**config.mk**
```make
export PLATFORM = sky130hd
export DESIGN_NAME = popc_unit
export DESIGN_NICKNAME = d
export VERILOG_FILES = /design/src/rtl/popc_pkg.sv /design/src/rtl/popc_mask.sv /design/src/rtl/popc_tree.sv /design/src/rtl/popc_gate.sv /design/src/rtl/popc_unit.sv
export SDC_FILE = /design/constraint.sdc
export NUM_CORES = 1
export LEC_CHECK = 0
export CAP_MARGIN = 20
export CORE_UTILIZATION = 51
export DETAILED_ROUTE_END_ITERATION = 10
export PLACE_DENSITY = 0.89
export SYNTH_ARGS = -nofsm -noshare
export SYNTH_HDL_FRONTEND = slang
export SYNTH_SLANG_ARGS = --single-unit
```
**constraint.sdc**
```tcl
create_clock -name clk -period 15.77 [get_ports clk]
set_clock_uncertainty 0.15 [all_clocks]
set_input_delay 1.577 -clock clk [delete_from_list [all_inputs] [get_ports clk]]
set_output_delay 1.577 -clock clk [all_outputs]
set_load 0.02 [all_outputs]
```
**src/rtl/popc_pkg.sv**
```systemverilog
// Shared types for the population count unit: operand size codes and flag positions.
// Assumes a six-bit flag vector whose bit order is fixed by the consumers downstream.
package popc_pkg;
    typedef enum logic [1:0] {
        OPSZ_16   = 2'b00,
        OPSZ_32   = 2'b01,
        OPSZ_64   = 2'b10,
        OPSZ_RSVD = 2'b11
    } opsz_e;

    localparam int FLAG_W  = 6;
    localparam int FLG_CF  = 0;
    localparam int FLG_PF  = 1;
    localparam int FLG_AF  = 2;
    localparam int FLG_ZF  = 3;
    localparam int FLG_SF  = 4;
    localparam int FLG_OF  = 5;
endpackage

```
**src/rtl/popc_mask.sv**
```systemverilog
// Clears the source bits that lie above the selected operand size.
// Assumes DATA_W is at least 64. The reserved size code selects the full width.
module popc_mask
    import popc_pkg::*;
#(
    parameter int DATA_W = 64
) (
    input  logic [DATA_W-1:0] src,
    input  opsz_e             size,
    output logic [DATA_W-1:0] masked
);
    localparam int SEL_W = $clog2(DATA_W + 1);

    logic [SEL_W-1:0] keep_w;

    // Purpose: turn the size code into a count of low bits to keep.
    always_comb begin
        case (size)
            OPSZ_16: keep_w = SEL_W'(16);
            OPSZ_32: keep_w = SEL_W'(32);
            default: keep_w = SEL_W'(DATA_W);
        endcase
    end

    for (genvar i = 0; i < DATA_W; i++) begin : g_bit
        assign masked[i] = src[i] & (SEL_W'(i) < keep_w);
    end
endmodule

```
**src/rtl/popc_tree.sv**
```systemverilog
// Balanced adder tree that sums single-bit leaves into a count.
// Assumes LEAVES is a power of two. The tree has log2(LEAVES) adder levels and no state.
module popc_tree #(
    parameter int LEAVES = 64,
    parameter int CNT_W  = $clog2(LEAVES + 1)
) (
    input  logic [LEAVES-1:0] bits,
    output logic [CNT_W-1:0]  count
);
    localparam int LEVELS = $clog2(LEAVES);

    for (genvar l = 0; l <= LEVELS; l++) begin : g_lvl
        localparam int NODES = LEAVES >> l;
        logic [CNT_W-1:0] node [NODES];
        for (genvar n = 0; n < NODES; n++) begin : g_node
            if (l == 0) begin : g_leaf
                assign node[n] = CNT_W'(bits[n]);
            end else begin : g_sum
                assign node[n] = g_lvl[l-1].node[2*n] + g_lvl[l-1].node[2*n+1];
            end
        end
    end

    assign count = g_lvl[LEVELS].node[0];
endmodule

```
**src/rtl/popc_gate.sv**
```systemverilog
// Decodes the side-band inputs into an invalid-opcode condition.
// Assumes both inputs are already qualified by the decode stage.
module popc_gate (
    input  logic feat_en,
    input  logic lock,
    output logic bad_op
);
    // Purpose: a disabled feature or a lock prefix makes the opcode illegal.
    always_comb bad_op = !feat_en || lock;
endmodule

```
**src/rtl/popc_unit.sv**
```systemverilog
// Population count execution unit with one register stage.
// Masks the operand by size, counts its ones in an adder tree, computes the flags,
// and registers the result or the fault. Assumes a 64-bit datapath.
module popc_unit
    import popc_pkg::*;
#(
    parameter int DATA_W = 64
) (
    input  logic              clk,
    input  logic              rst_n,
    input  logic              in_valid,
    input  logic [DATA_W-1:0] in_src,
    input  logic [1:0]        in_size,
    input  logic              in_feat_en,
    input  logic              in_lock,
    output logic              out_valid,
    output logic [DATA_W-1:0] out_result,
    output logic [FLAG_W-1:0] out_flags,
    output logic              out_fault
);
    localparam int CNT_W = $clog2(DATA_W + 1);

    logic [DATA_W-1:0] masked;
    logic [CNT_W-1:0]  count;
    logic              bad_op;
    logic              src_zero;
    logic [FLAG_W-1:0] flags_nx;

    popc_mask #(.DATA_W(DATA_W)) u_mask (
        .src    (in_src),
        .size   (opsz_e'(in_size)),
        .masked (masked)
    );

    popc_tree #(.LEAVES(DATA_W), .CNT_W(CNT_W)) u_tree (
        .bits  (masked),
        .count (count)
    );

    popc_gate u_gate (
        .feat_en (in_feat_en),
        .lock    (in_lock),
        .bad_op  (bad_op)
    );

    // Purpose: zero flag straight from the operand; every other flag is forced clear.
    always_comb begin
        src_zero         = (masked == '0);
        flags_nx         = '0;
        flags_nx[FLG_ZF] = src_zero;
    end

    // Purpose: output register stage; results change only on a completed, legal operation.
    always_ff @(posedge clk) begin
        if (!rst_n) begin
            out_valid  <= 1'b0;
            out_fault  <= 1'b0;
            out_result <= '0;
            out_flags  <= '0;
        end else begin
            out_valid <= in_valid && !bad_op;
            out_fault <= in_valid && bad_op;
            if (in_valid && !bad_op) begin
                out_result <= DATA_W'(count);
                out_flags  <= flags_nx;
            end
        end
    end

    // only the zero flag may be nonzero
    a_r4_flags_clear: assert property (@(posedge clk) disable iff (!rst_n)
        out_valid |-> ((out_flags & ~(FLAG_W'(1) << FLG_ZF)) == '0));
    // the zero flag agrees with a zero count
    a_r5_zf_agrees: assert property (@(posedge clk) disable iff (!rst_n)
        out_valid |-> (out_flags[FLG_ZF] == (out_result == '0)));
    // the count never exceeds the datapath width
    a_r3_count_bound: assert property (@(posedge clk) disable iff (!rst_n)
        out_valid |-> (out_result <= DATA_W));
    // a fault and a valid result never occur together
    a_r8_fault_excl: assert property (@(posedge clk) disable iff (!rst_n)
        !(out_valid && out_fault));
    // an illegal sampled operation faults on the next clock
    a_r7_fault_next: assert property (@(posedge clk) disable iff (!rst_n)
        (in_valid && (!in_feat_en || in_lock)) |=> out_fault);
    // an idle cycle yields no valid and no fault
    a_r11_idle: assert property (@(posedge clk) disable iff (!rst_n)
        !in_valid |=> (!out_valid && !out_fault));
    // reset clears the handshake outputs
    a_r10_reset: assert property (@(posedge clk)
        !rst_n |=> (!out_valid && !out_fault));
endmodule

```
==> impl_metrics.json <==
{
  "status": "finished clean",
  "hold_buffers": 0,
  "synth_ff_type": "dfxtp_1",
  "insertion_delay_ns": 0.24,
  "detail_route.wl_per_cell_um": 11.82,
  "path_class": "in2reg",
  "overflow": 0,
  "firstDrtPassIters": 4,
  "cts_tree": "done",
  "grt_pass1_wl_mm": 13.48,
  "first_iter_violations": 98,
  "io_pins": 143,
  "post_cts_buffers": 0,
  "path_max_fanout": 17,
  "ys_types": 31,
  "clk_pin_slew_ns": 0.05,
  "dr_total_vias": 2865,
  "synth_area_per_cell_sq_um": 8.505,
  "drv_cap": 0,
  "portBuffers": 80,
  "netlist_area_sq_mm": 0.004074,
  "die_h_um": 91.38,
  "ys_ff_latch": 10,
  "die_x_um": 91.38,
  "worstHoldPathType": "reg2reg",
  "postRouteWirelength_mm": 7.764,
  "hpwl_mm": 7.257,
  "period_minus_slack_ns": 8.940,
  "required_ns": 15.78,
  "tightest_slew_ns": 0.7726,
  "cts_buffers": 3,
  "use_met1_pct": 25.60,
  "viasPerCell": 4.361,
  "drive_above_1_share_pct": 3.423,
  "setup_tns_ns": 0,
  "cts_sinks": 10,
  "root_buffer": "clkbuf_8",
  "ys_async_sr_fraction_pct": 0,
  "synth_top_cell_by_area": "fa_1",
  "cts_resized": 0,
  "initial_utilization_pct": 52.72,
  "grtUsageTotal_pct": 20.27,
  "fmax_ghz": 0.1119,
  "ys_warn_count": 0,
  "grt-busiest-layer": "met2",
  "synth_edf_count": 0,
  "arrival_ns": 8.95,
  "setup.worst_path.start_class": "input pin",
  "syn-instance-count": 479,
  "antennaDiodeCount": 0,
  "antenna_found_initial": 0,
  "rows": 32,
  "ant_nets": 0,
  "hold_violations": 0,
  "cts_buffer_depth": 2,
  "grt_start_max_net_pins": 18,
  "slew_viol_final": 0,
  "synth_most_common_cell": "inv_1",
  "drc": 0,
  "slew-limit-headroom_pct": 48.49,
  "area_growth_pct": 16.98,
  "netlist.area_leader.share_pct": 29.48,
  "use_met3_pct": 1.926,
  "rsz0062_at_grt": "false",
  "ys_top_cells_by_count": "inv_1, ha_1, buf_4",
  "finalCritPeriodShare_pct": 56.69,
  "num-nets-final": 764,
  "dieArea_sq_mm": 0.008349,
  "synthTopCellsByArea": "fa_1, ha_1, inv_1",
  "cp-end-kind": "register",
  "grt_pass1_vias": 3111,
  "coreArea_sq_mm": 0.007727,
  "setup_viol": 0,
  "yosysSeqAreaShare_pct": 4.914,
  "use_met2_pct": 37.56,
  "gp_congestion": 0.8566,
  "h-tree-depth": 1
}
==> cell type report <==
cell class / instances / area [sq um]
Fill cell: 626 / 2962
Timing Repair Buffer: 80 / 800.8
Inverter: 167 / 626.9
Multi-Input combinational cell: 295 / 2969
Sequential cell: 10 / 200.2
Tap cell: 102 / 127.6
Clock buffer: 3 / 41.29
==> cells by family after synthesis <==
family          share of synthesized area, %
buf+inv                                27.83
flops                                  4.914
xor+xnor                              0.2150
fa+ha+maj                              52.83
other cells                          0.09205
compound gates                         2.764
simple gates                           11.36
==> layout by cell type (no fill, tap or decap), types with 3 or more instances in the layout <==
cell,count
nand2_2,9
ha_1,76
conb_1,62
fa_1,60
a21boi_2,3
clkbuf_8,3
clkdlybuf4s50_1,80
a21oi_1,3
nand4_1,10
inv_1,167
and2_1,6
nand2b_1,16
nand2_1,29
dfxtp_1,10
==> stage by stage <==
step	util (%)	setup WS [ns]	instances	cell area [sq um]	hold slack, ns
after detailed placement	61.14	6.542	654	4725	0.3113
final	61.67	6.830	657	4766	0.3138
after global placement	61.14	6.842	654	4725	0.2971
after CTS	61.67	6.789	657	4766	0.3177
after global routing	61.67	6.418	657	4766	0.3378
after floorplan	-	7.763	540	4303	0.3830
==> metal layers <==
layer  wire length, um  vias to the layer above
li1                  -                     1389
met1              3068                     1360
met2              4116                      108
met3               467                        8
met4               112                        0
met5                 0                        -
==> path summary, 6_finish.rpt <==
kind,start,end,slack [ns],cells past startpoint
min,out_flags[3]$_SDFFE_PN0P_,out_flags[3]$_SDFFE_PN0P_,0.31,2
min reg2reg,out_flags[3]$_SDFFE_PN0P_,out_flags[3]$_SDFFE_PN0P_,0.31,2
max,in_size[0],out_result[5]$_SDFFE_PN0P_,6.83,25
max reg2reg,out_result[5]$_SDFFE_PN0P_,out_result[5]$_SDFFE_PN0P_,14.95,2
==> critical path, cell delays in order <==
cell and delay [ns]:
clkdlybuf4s50_1 0.47, or2_1 0.61, ha_1 0.60, and2_1 0.22
inv_1 0.05, ha_1 0.26, inv_1 0.06, fa_1 0.52
inv_1 0.07, fa_1 0.53, inv_1 0.05, fa_1 0.53
inv_1 0.05, fa_1 0.44, fa_1 0.51, fa_1 0.55
inv_1 0.05, fa_1 0.54, inv_1 0.05, ha_1 0.23
fa_1 0.41, a21o_1 0.18, a21oi_1 0.19, nand4_1 0.11
o221ai_1 0.09
==> flip-flops by register name (all words and copies together), names as in the netlist <==
name        flops
out_valid       1
out_result      7
out_flags       1
out_fault       1
Power is not shown: default switching activity piles up to over one toggle a cycle in this logic, so the estimate is an artifact.
